[config.mk]
export PLATFORM = sky130hd
export DESIGN_NAME = thermal_escalation_ctrl
export DESIGN_NICKNAME = d
export VERILOG_FILES = /design/src/rtl/te_pkg.sv /design/src/rtl/te_max_tree.sv /design/src/rtl/te_window.sv /design/src/rtl/te_step_ctrl.sv /design/src/rtl/thermal_escalation_ctrl.sv
export SDC_FILE = /design/constraint.sdc
export NUM_CORES = 1
export LEC_CHECK = 0
export CAP_MARGIN = 40
export CORE_MARGIN = 2
export CORE_UTILIZATION = 48
export DETAILED_ROUTE_END_ITERATION = 7
export GPL_TIMING_DRIVEN = 0
export PLACE_DENSITY = 0.86
export SETUP_SLACK_MARGIN = 0.4
export SLEW_MARGIN = 10
export SYNTH_ARGS = -nofsm -noshare
export SYNTH_HDL_FRONTEND = slang
export SYNTH_SLANG_ARGS = --single-unit
[constraint.sdc]
create_clock -name clk -period 2.4 [get_ports clk]
set_input_delay 0.48 -clock clk [delete_from_list [all_inputs] [get_ports clk]]
set_output_delay 0.48 -clock clk [all_outputs]
set_load 0.01 [all_outputs]
[src/rtl/te_pkg.sv]
package te_pkg;
  typedef enum logic {
    ST_RUN  = 1'b0,
    ST_WAIT = 1'b1
  } te_state_e;
endpackage

[src/rtl/te_max_tree.sv]
module te_max_tree #(
  parameter int NUM_CORES = 4,
  parameter int TEMP_W    = 8
) (
  input  logic [NUM_CORES*TEMP_W-1:0] temps_i,
  output logic [TEMP_W-1:0]           max_o
);
  logic [TEMP_W-1:0] run_max [NUM_CORES];

  assign run_max[0] = temps_i[TEMP_W-1:0];

  for (genvar k = 1; k < NUM_CORES; k++) begin : g_chain
    logic [TEMP_W-1:0] cur;
    assign cur        = temps_i[k*TEMP_W +: TEMP_W];
    assign run_max[k] = (cur > run_max[k-1]) ? cur : run_max[k-1];
  end

  assign max_o = run_max[NUM_CORES-1];
endmodule

[src/rtl/te_window.sv]
module te_window #(
  parameter int INTV_W = 16
) (
  input  logic              clk,
  input  logic              rst_n,
  input  logic              hold_i,
  input  logic [INTV_W-1:0] interval_i,
  input  logic              hot_i,
  input  logic              cool_i,
  output logic              eval_o,
  output logic              win_hot_o,
  output logic              win_cool_o
);
  logic [INTV_W-1:0] cnt_q, cnt_d, last_cnt;
  logic              hot_q, hot_d, cool_q, cool_d;

  assign last_cnt   = (interval_i == '0) ? '0 : interval_i - INTV_W'(1);
  assign eval_o     = !hold_i && (cnt_q >= last_cnt);
  assign win_hot_o  = hot_q | hot_i;
  assign win_cool_o = cool_q & cool_i;

  always_comb begin
    if (hold_i || eval_o) begin
      cnt_d  = '0;
      hot_d  = 1'b0;
      cool_d = 1'b1;
    end else begin
      cnt_d  = cnt_q + INTV_W'(1);
      hot_d  = win_hot_o;
      cool_d = win_cool_o;
    end
  end

  always_ff @(posedge clk or negedge rst_n) begin
    if (!rst_n) begin
      cnt_q  <= '0;
      hot_q  <= 1'b0;
      cool_q <= 1'b1;
    end else begin
      cnt_q  <= cnt_d;
      hot_q  <= hot_d;
      cool_q <= cool_d;
    end
  end
endmodule

[src/rtl/te_step_ctrl.sv]
module te_step_ctrl
  import te_pkg::*;
#(
  parameter int IDX_W = 3
) (
  input  logic             clk,
  input  logic             rst_n,
  input  logic             eval_i,
  input  logic             win_hot_i,
  input  logic             win_cool_i,
  input  logic             vr_ack_i,
  output logic [IDX_W-1:0] idx_o,
  output logic             vr_req_o,
  output logic             mod_o,
  output logic             waiting_o
);
  localparam logic [IDX_W-1:0] IDX_MAX = '1;

  te_state_e        state_q, state_d;
  logic [IDX_W-1:0] idx_q, idx_d;
  logic             mod_q, mod_d, req_q, req_d;

  always_comb begin
    state_d = state_q;
    idx_d   = idx_q;
    mod_d   = mod_q;
    req_d   = 1'b0;
    case (state_q)
      ST_WAIT: begin
        if (vr_ack_i) state_d = ST_RUN;
      end
      default: begin
        if (eval_i) begin
          if (win_hot_i) begin
            if (idx_q != IDX_MAX) begin
              idx_d   = idx_q + IDX_W'(1);
              req_d   = 1'b1;
              state_d = ST_WAIT;
            end else begin
              mod_d = 1'b1;
            end
          end else if (win_cool_i) begin
            if (mod_q) begin
              mod_d = 1'b0;
            end else if (idx_q != '0) begin
              idx_d   = idx_q - IDX_W'(1);
              req_d   = 1'b1;
              state_d = ST_WAIT;
            end
          end
        end
      end
    endcase
  end

  always_ff @(posedge clk or negedge rst_n) begin
    if (!rst_n) begin
      state_q <= ST_RUN;
      idx_q   <= '0;
      mod_q   <= 1'b0;
      req_q   <= 1'b0;
    end else begin
      state_q <= state_d;
      idx_q   <= idx_d;
      mod_q   <= mod_d;
      req_q   <= req_d;
    end
  end

  assign idx_o     = idx_q;
  assign vr_req_o  = req_q;
  assign mod_o     = mod_q;
  assign waiting_o = (state_q == ST_WAIT);
endmodule

[src/rtl/thermal_escalation_ctrl.sv]
module thermal_escalation_ctrl #(
  parameter int NUM_CORES = 4,
  parameter int TEMP_W    = 8,
  parameter int IDX_W     = 3,
  parameter int INTV_W    = 16
) (
  input  logic                        clk,
  input  logic                        rst_n,
  input  logic [NUM_CORES*TEMP_W-1:0] core_temp_i,
  input  logic [TEMP_W-1:0]           thresh_i,
  input  logic [TEMP_W-1:0]           hyst_i,
  input  logic [INTV_W-1:0]           interval_i,
  input  logic                        vr_ack_i,
  output logic [IDX_W-1:0]            vf_idx_o,
  output logic                        vr_req_o,
  output logic [NUM_CORES-1:0]        clkmod_req_o
);
  logic [TEMP_W-1:0] max_temp, cool_bound;
  logic              is_hot, is_cool;
  logic              eval, win_hot, win_cool, waiting, mod_on;

  te_max_tree #(.NUM_CORES(NUM_CORES), .TEMP_W(TEMP_W)) u_max (
    .temps_i (core_temp_i),
    .max_o   (max_temp)
  );

  assign cool_bound = (hyst_i > thresh_i) ? '0 : thresh_i - hyst_i;
  assign is_hot     = max_temp > thresh_i;
  assign is_cool    = max_temp < cool_bound;

  te_window #(.INTV_W(INTV_W)) u_win (
    .clk        (clk),
    .rst_n      (rst_n),
    .hold_i     (waiting),
    .interval_i (interval_i),
    .hot_i      (is_hot),
    .cool_i     (is_cool),
    .eval_o     (eval),
    .win_hot_o  (win_hot),
    .win_cool_o (win_cool)
  );

  te_step_ctrl #(.IDX_W(IDX_W)) u_ctrl (
    .clk        (clk),
    .rst_n      (rst_n),
    .eval_i     (eval),
    .win_hot_i  (win_hot),
    .win_cool_i (win_cool),
    .vr_ack_i   (vr_ack_i),
    .idx_o      (vf_idx_o),
    .vr_req_o   (vr_req_o),
    .mod_o      (mod_on),
    .waiting_o  (waiting)
  );

  assign clkmod_req_o = {NUM_CORES{mod_on}};
endmodule

Word level (Yosys, flattened, before mapping)
Index checks and enable logic that the tools add are counted.
W data, S select, Z words.
- register bits: 24
- input port bits: 67
- logic and storage cells: 60
- output and inout bits: 8
- reductions and logical operators: 9
- eq/ne operators: 4
- bitwise gates (word level): 3
- add/subtract/negate cells: 5
- mux-type cells: 25
- $lt $le $gt $ge: 7
- operator list (operator ; count):
    $gt A8 B8 Y1 ; 5
    $mux W16 ; 2
    $mux W8 ; 4
    $add A16 B1 Y16 const B ; 1
    $ge A16 B16 Y1 ; 1
    $logic_not A16 Y1 ; 1
    $sub A16 B1 Y16 const B ; 1
    $mux W3 ; 5
    $mux W1 ; 14
    $lt A8 B8 Y1 ; 1
    $sub A8 B8 Y8 ; 1
    $reduce_and A6 Y1 ; 1
    $ne A2 B2 Y1 const B ; 2
    $reduce_and A4 Y1 ; 1
    $reduce_bool A2 Y1 ; 2
    $add A3 B1 Y3 const B ; 1
    $ne A3 B3 Y1 const B ; 1
    $reduce_bool A3 Y1 ; 1
    $sub A3 B1 Y3 const B ; 1
    $ne A2 B1 Y1 const B ; 1
    $and A1 B1 Y1 ; 1
    $logic_and A1 B1 Y1 ; 1
    $logic_not A1 Y1 ; 1
    $logic_or A1 B1 Y1 ; 1
    other kinds (2) ; 2

Longest topological paths before layout
Gate-level depths: netlist (run 1).
- depth after elaboration: 12
- gate-level depth with buffers: 39

Hierarchy
A second synthesis (run 1) with hierarchy kept.
- cell total of the unflattened synthesis: 482
- area total of the unflattened synthesis: 3787.4 µm²
- modules (own cells, without submodules) (module ; seq. area each (µm²) ; times used ; area each (µm²) ; cells an instance):
    te_window ; 451.7 ; 1 ; 1596.5 ; 189
    te_max_tree ; 0.0 ; 1 ; 992.2 ; 142
    thermal_escalation_ctrl ; 0.0 ; 1 ; 809.5 ; 112
    te_step_ctrl ; 150.1 ; 1 ; 389.1 ; 39

Least setup slack after synthesis (run 1)
Ideal clock, no wire load.
- kind: in2reg
- from: in core_temp_i[5]
- to: reg u_ctrl.idx_q[2], in the netlist u_ctrl.idx_o[2]
- arrival time: 7670 ps
- cell stages on the path: 35
- library setup time: 77 ps
- path slack: -5347 ps
- path through: inv_1 > ha_1 > a211o_1 > a21o_1 > o21ai_1 > mux2_2 > ha_1 > nor2b_1 > o211ai_1 > a21oi_1 > or2_2 > a21oi_1 > nor2_2 > mux2i_1 > ha_1 > a21o_1 > maj3_1 > o21a_1 > o22a_1 > nand3b_1 > buf_2 > mux2i_1 > ha_1 > nor2b_1 > o211a_1 > o21ai_0 > nand3_1 > o21ai_0 > o211ai_1 > clkbuf_1 > xnor2_1 > ha_1 > or3_1 > o41a_1 > o21ai_1
- cells in the longest elaborated chain, start to end: 10
- RTL lines (item ; line ; source):
    start: declaration ; thermal_escalation_ctrl.sv:9 ; input logic [NUM_CORES*TEMP_W-1:0] core_temp_i,
    $gt A8 B8 Y1 ; te_max_tree.sv:15 ; assign run_max[k] = (cur > run_max[k-1]) ? cur : run_max[k-1];
    $mux W8 * ; te_max_tree.sv:15 ;
    $gt A8 B8 Y1 ; te_max_tree.sv:15 ;
    $mux W8 * ; te_max_tree.sv:15 ;
    $gt A8 B8 Y1 ; te_max_tree.sv:15 ;
    $mux W8 * ; te_max_tree.sv:15 ;
    $gt A8 B8 Y1 / $lt A8 B8 Y1 (equally long branches) ; thermal_escalation_ctrl.sv:28, thermal_escalation_ctrl.sv:29 ;
    $or A1 B1 Y1 / $and A1 B1 Y1 (equally long branches) ; te_window.sv:19, te_window.sv:20 ;
    $ne A2 B1 Y1 (no source line) (tied with other cells) ; n/a ;
    $reduce_and A6 Y1 (no source line) ; n/a ;
    end signal: assignment ; te_step_ctrl.sv:64 ; idx_q <= idx_d;
    end: declaration ; te_step_ctrl.sv:20 ; logic [IDX_W-1:0] idx_q, idx_d;
Every way passes the cells marked *; elsewhere a longest branch is shown, timed or not.
A chain may end at the register's enable or synchronous reset.

Final worst setup path (run 1)
- from: in core_temp_i[11]
- to: reg u_ctrl.idx_q[2], in the netlist u_ctrl.idx_o[2]
The elaborated chain is that of the path after synthesis.

==> key figures, run 1 <==
Placement
  – GP Congestion: 0.839
  – DP HPWL: 7690 µm
  – Port-buffer cells: 74
  – DP Area: 4710 µm²

Timing
  – Final WS setup: -5.61 ns
  – Worst slew margin: 0.536
  – Final Cycle Share: 3.34
  – Slew Viols, Final: 0
  – Setup repair after global routing missed its margin: true
  – Final Setup Violations: 24
  – Clk_skew: 0.0118 ns
  – Peak Freq: 125 MHz
  – Final count of hold timing violations: 0
  – Least-Margin Pin Slew: 0.695 ns
  – Fin crit period: 8.01 ns

Finish
  – Nets: 726
  – Design Area, Final: 5880 µm²
  – # diodes: 0
  – Share of cells above drive strength 1: 0.323
  – Final design utilization: 0.807
  – Layout area overhead: 61.8%

Critical path
  – Slowest-stage cell, CP: mux2i_1
  – Reg2Reg Setup Slack: -0.98 ns
  – WP data required: 2.59 ns
  – CP Class: in -> reg
  – Largest fanout on the critical path: 8
  – Delay-heaviest family, CP: compound AO/OA/AOI/OAI gates
  – CP Launch Type: primary input
  – Buf/Inv on CP: 5
  – Critical Path End Type: flop
  – Slowest Stage Delay on Critical Path: 0.40 ns
  – Worst EP arrival: 8.20 ns

Hold path
  – Min-delay worst type: in -> async

Outcome
  – Failing checks: setup timing
  – Status: finished, violations left

Global routing
  – Largest net degree at the start of global routing: 16
  – Vias in the first global route: 4163
  – First-pass GRT wire length: 18900 µm
  – Tot GR Track Use: 0.274
  – Total gr overflow: 0
  – Initial antenna violation count: 0

Floorplanning
  – Die Area: 8290 µm²
  – I/O pin cnt: 75
  – Die Y: 91.0 µm
  – FP Rows: 31
  – Die width: 91.0 µm
  – Initial Utilization: 0.499
  – Core area: 7290 µm²

Yosys
  – Mux contribution to synthesized area: 0.0674
  – Syn Inst Count: 463
  – Top-count cell post-synth: ha_1
  – Cell area after synthesis: 3640 µm²
  – Main synth FF type: dfrtp_1
  – Netlist cell types: 64
  – Post-synthesis compound-gate area fraction: 0.182
  – Syn Nets: 593
  – Synth top cells by count: ha_1 (62), inv_1 (52), nor2_1 (43), nand2_1 (41), a21oi_1 (25)
  – Register area share after synthesis: 0.166
  – Synth async-reset ratio: 1.00
  – Largest family of logic cells by synthesized area: simple AND/OR/NAND/NOR gates
  – EDFF count, synth: 0
  – Area leader, netlist: ha_1
  – Total number of yosys warnings: 0
  – Top cell type's share of synthesized area: 0.213
  – Avg Synthesized Cell Area: 7.85 µm²
  – Synth area leaders: ha_1 (21%), dfrtp_1 (16%), mux2i_1 (5.5%)
  – Post-synthesis sequential element count: 24
  – Simple-Gate Fraction of Synth Area: 0.222
  – Xor/xnor share of the synthesized area: 0.0747
  – Post-synthesis adder-cell area fraction: 0.222

CTS
  – H-Tree Depth: 1
  – Clock Latency Late Sink: 0.27 ns
  – Clk sinks: 24
  – Hold buffer count at CTS: 0
  – CTS Root Cell: clkbuf_8
  – CTS tree: yes
  – CTS clk-pin slew, worst paths: 0.09 ns
  – TritonCTS Buffers: 3
  – Deepest clock path buffer count: 2

Pwr
  – Worst VDD drop: 0.341 mV
  – Pwr Density: 493 nW/µm²
  – Leak: 2.71 nW
  – Final Power: 2.90 mW

Route
  – Remaining antenna violation count: 0
  – Post-Route WL: 15200 µm
  – Post-DR wirelength/cell: 21.9 µm
  – Vias per cell: 6.32
  – DRC Markers: 0
  – DRT Pass-1 Iters: 4
  – Vias: 4385
  – DRT iter0 DRCs: 313

Job
  – Max Cap Viol: 0
repair_timing:
action                                  CTS  global route
pin swaps                                45            47
gates cloned                              1             1
resized for setup                       149            75
hold endpoints to repair                  0             0
setup buffers                            36            15
endpoints found under the setup margin   24            24
path summary, 6_finish.rpt:
path                            startpoint              end  cells past startpoint
max                        core_temp_i[11]  u_ctrl.idx_o[2]                     40
min                                  rst_n  u_win.cnt_q[11]                      1
max reg2reg                 u_win.cnt_q[0]  u_ctrl.idx_o[0]                     13
min reg2reg                 u_win.cnt_q[0]   u_win.cnt_q[0]                      1
max in group asynchronous            rst_n   u_win.cnt_q[5]                      2
min in group clk            u_win.cnt_q[0]   u_win.cnt_q[0]                      1
registers in the layout (all words and copies together) (netlist names):
register / cells
u_ctrl.vr_req_o: 1
u_win.cnt_q: 16
u_ctrl.waiting_o: 1
u_ctrl.idx_o: 3
u_win.hot_q: 1
u_ctrl.mod_o: 1
u_win.cool_q: 1
per-stage QoR:
stage / hold WS (ns) / TNS (ns) / worst slack [ns] / std cells
floorplan: 0.184 / -45.28 / -4.55 / 463
global placement: 0.498 / -69.12 / -5.88 / 636
detailed placement: 0.503 / -72.44 / -6.06 / 637
CTS: 0.515 / -49.61 / -4.78 / 678
global route: 0.569 / -61.37 / -5.93 / 694
finish: 0.535 / -57.88 / -5.61 / 694
per-layer routing:
layer	GRT usage	vias up	wire length, µm
li1	-	1913	-
met1	0.284	2039	4910
met2	0.552	303	7870
met3	0.0390	130	1170
met4	0.0947	0	1280
met5	0	-	0
power breakdown:
group	total (mW)	internal, mW	leakage [nW]	switching (mW)
Combinational	1.96	0.966	2.37	0.990
Clock	0.355	0.223	0.0357	0.132
Sequential	0.588	0.470	0.302	0.118
Total	2.90	1.66	2.71	1.24
layout make-up:
type,count,area [µm²]
Tap cell,99,124
Sequential cell,24,602
Timing Repair Buffer,128,1200
Multi-Input combinational cell,379,3590
Clock inverter,1,30.0
Inverter,52,210
Clock buffer,3,41.3
Buffer,8,95.1
Fill cell,397,1410
worst register-to-register path: stages, from the launching register on:
cell and delay (ns):
dfrtp_1 0.46, inv_1 0.07, ha_1 0.27, nand2b_1 0.10, a21o_1 0.11, a21o_1 0.10, a21o_1 0.11, a21oi_1 0.07
o21ai_0 0.25, o2111ai_2 0.24, a21oi_1 0.54, inv_1 0.31, or4b_1 0.58, nand4b_1 0.11
kinds of logic (layout without fill, tap and decap cells):
logic type                 count (synthesis)  count (layout)
muxes                                     23              23
xor gates and xnor gates                  31              31
adders and majority gates                 64              64
and+or+nand+nor                          163             163
AOI/OAI and AO/OA                         98              98
DFF                                       24              24
buffers and inverters                     60             192
cell usage in the layout (no fill, tap or decap), drive strengths merged, types with 8 or more instances in the layout:
master	instances
clkdlybuf4s50	47
a21o	12
xor2	20
clkbuf	8
o21ai	18
nand2	41
inv	52
buf	71
nor2	44
nor3	10
xnor2	11
mux2i	21
nand3	18
dfrtp	23
ha	62
a21oi	26
dlygate4sd2	8
(Power assumes the default switching activity.)
==> run 2, diff against run 1 <==
RECOVER_POWER = 100   (was not set)
==> key figures, run 2 (same netlist as run 1, synthesis figures left out) <==
Critical path
  – End of the critical path: u_ctrl.idx_o[2]
  – Slowest-stage cell, CP: mux2i_1
  – Slowest Stage Delay on Critical Path: 0.40 ns
  – Delay-heaviest family, CP: compound AO/OA/AOI/OAI gates
  – Crit. Startpoint: core_temp_i[11]
  – Reg2Reg Setup Slack: -0.98 ns
  – CP Class: in -> reg
  – WP data required: 2.59 ns
  – Worst r2r dst: u_ctrl.idx_o[0]
  – Largest fanout on the critical path: 8
  – R2r worst-path depth: 13
  – Critical path depth: 40
  – Buf/Inv on CP: 5
  – Reg2reg start: u_win.cnt_q[0]
  – Critical Path End Type: flop
  – Worst EP arrival: 8.17 ns
  – CP Launch Type: primary input

CTS
  – CTS clk-pin slew, worst paths: 0.08 ns
  – CTS tree: yes
  – Hold buffer count at CTS: 0
  – Clk sinks: 24
  – CTS Root Cell: clkbuf_8
  – H-Tree Depth: 1
  – Clock Latency Late Sink: 0.27 ns
  – TritonCTS Buffers: 3
  – Deepest clock path buffer count: 2

Global routing
  – Vias in the first global route: 4163
  – First-pass GRT wire length: 18900 µm
  – Total gr overflow: 0
  – Largest net degree at the start of global routing: 16
  – Initial antenna violation count: 0
  – Tot GR Track Use: 0.274

Route
  – Post-DR wirelength/cell: 21.9 µm
  – Vias: 4391
  – Remaining antenna violation count: 0
  – DRC Markers: 0
  – DRT iter0 DRCs: 306
  – Post-Route WL: 15200 µm
  – Vias per cell: 6.33
  – DRT Pass-1 Iters: 5

Timing
  – Worst slew margin: 0.466
  – Fin crit period: 7.98 ns
  – Setup repair after global routing missed its margin: true
  – Final Cycle Share: 3.33
  – Final WS setup: -5.58 ns
  – Clk_skew: 0.0102 ns
  – Least-Margin Pin Slew: 0.801 ns
  – Slew Viols, Final: 0
  – Final count of hold timing violations: 0
  – Final Setup Violations: 24
  – Peak Freq: 125 MHz
  – Setup TNS: -57.65 ns

Finish
  – Filler cell count in the final layout: 399
  – Share of cells above drive strength 1: 0.321
  – Register area: 602 µm²
  – Area of the multi-input gates: 3590 µm²
  – Final design utilization: 0.805
  – Most flops, register: u_win.cnt_q
  – Commonest non-fill, non-tap cell in the layout: buf_4
  – Layout area overhead: 61.5%
  – Design Area, Final: 5870 µm²
  – Number of flip-flops under the largest register name: 16
  – # diodes: 0
  – Fin cells: 694
  – Nets: 726
  – Most frequent cells in the layout: buf_4 (48), inv_1 (46), ha_1 (45)

Floorplanning
  – Die Area: 8290 µm²
  – Core area: 7290 µm²
  – Initial Utilization: 0.499
  – I/O pin cnt: 75
  – Die Y: 91.0 µm
  – Die width: 91.0 µm
  – FP Rows: 31

Pwr
  – Final Power: 2.89 mW
  – Pwr Density: 493 nW/µm²
  – Leak: 2.71 nW
  – Worst VDD drop: 0.341 mV

Placement
  – Dpl cells: 637
  – GP Congestion: 0.839
  – DP Area: 4710 µm²
  – DP HPWL: 7690 µm
  – Port-buffer cells: 74

Job
  – Max Cap Viol: 0

Outcome
  – Failing checks: setup timing
  – Status: finished, violations left

Hold path
  – Hold Path Depth: 1
  – Min-delay worst type: reg -> reg
[run 2: final cells by class]
cell class / count / area share
multi-input cells: 379 / 0.611
repair buffers: 128 / 0.202
flip-flops and latches: 24 / 0.102
inverters: 52 / 0.0358
well taps: 99 / 0.0211
plain buffers: 8 / 0.0162
clock buffers: 3 / 0.00703
clock inverters: 1 / 0.00511
[run 2: worst min path at each step]
stage	from	endpoint	slack (ns)
global placement	u_win.cnt_q[0]	u_win.cnt_q[0]	0.50
CTS	u_win.cnt_q[0]	u_win.cnt_q[0]	0.52
finish	u_win.cnt_q[0]	u_win.cnt_q[0]	0.54
global route	u_win.cnt_q[0]	u_win.cnt_q[0]	0.58
floorplan	rst_n	u_ctrl.idx_o[0]	0.18
detailed placement	u_win.cnt_q[0]	u_win.cnt_q[0]	0.50
[run 2: repair_timing]
action,CTS,global route
setup buffers,36,15
endpoints found under the hold margin,0,0
gates resized for setup,149,75
gates cloned,1,1
setup endpoints to repair,24,24
pin swaps,45,47
[run 2: where the power goes]
part / total [mW] / switching [mW] / internal (mW)
Clock: 0.355 / 0.132 / 0.223
Combinational: 1.95 / 0.990 / 0.963
Sequential: 0.586 / 0.116 / 0.470
[run 2: worst register-to-register path, delay by kind of cell, from the launching register on]
family | cells | cell delay, ns
adders and majority gates | 1 | 0.27
and+or+nand+nor | 3 | 0.79
AOI/OAI and AO/OA | 7 | 1.42
buffers and inverters | 2 | 0.38
DFF | 1 | 0.46
[run 2: metrics by stage]
| step | hold slack (ns) | worst slack (ns) |
|---|---|---|
| after CTS | 0.515 | -4.78 |
| after global routing | 0.578 | -5.93 |
| final | 0.545 | -5.58 |
| after global placement | 0.498 | -5.88 |
| after floorplan | 0.184 | -4.55 |
| after detailed placement | 0.503 | -6.06 |
[run 2: routing by layer]
metal / track usage / wire [µm]
met4: 0.0947 / 1350
met5: 0 / 0
met1: 0.284 / 4870
met3: 0.0390 / 1210
met2: 0.552 / 7770
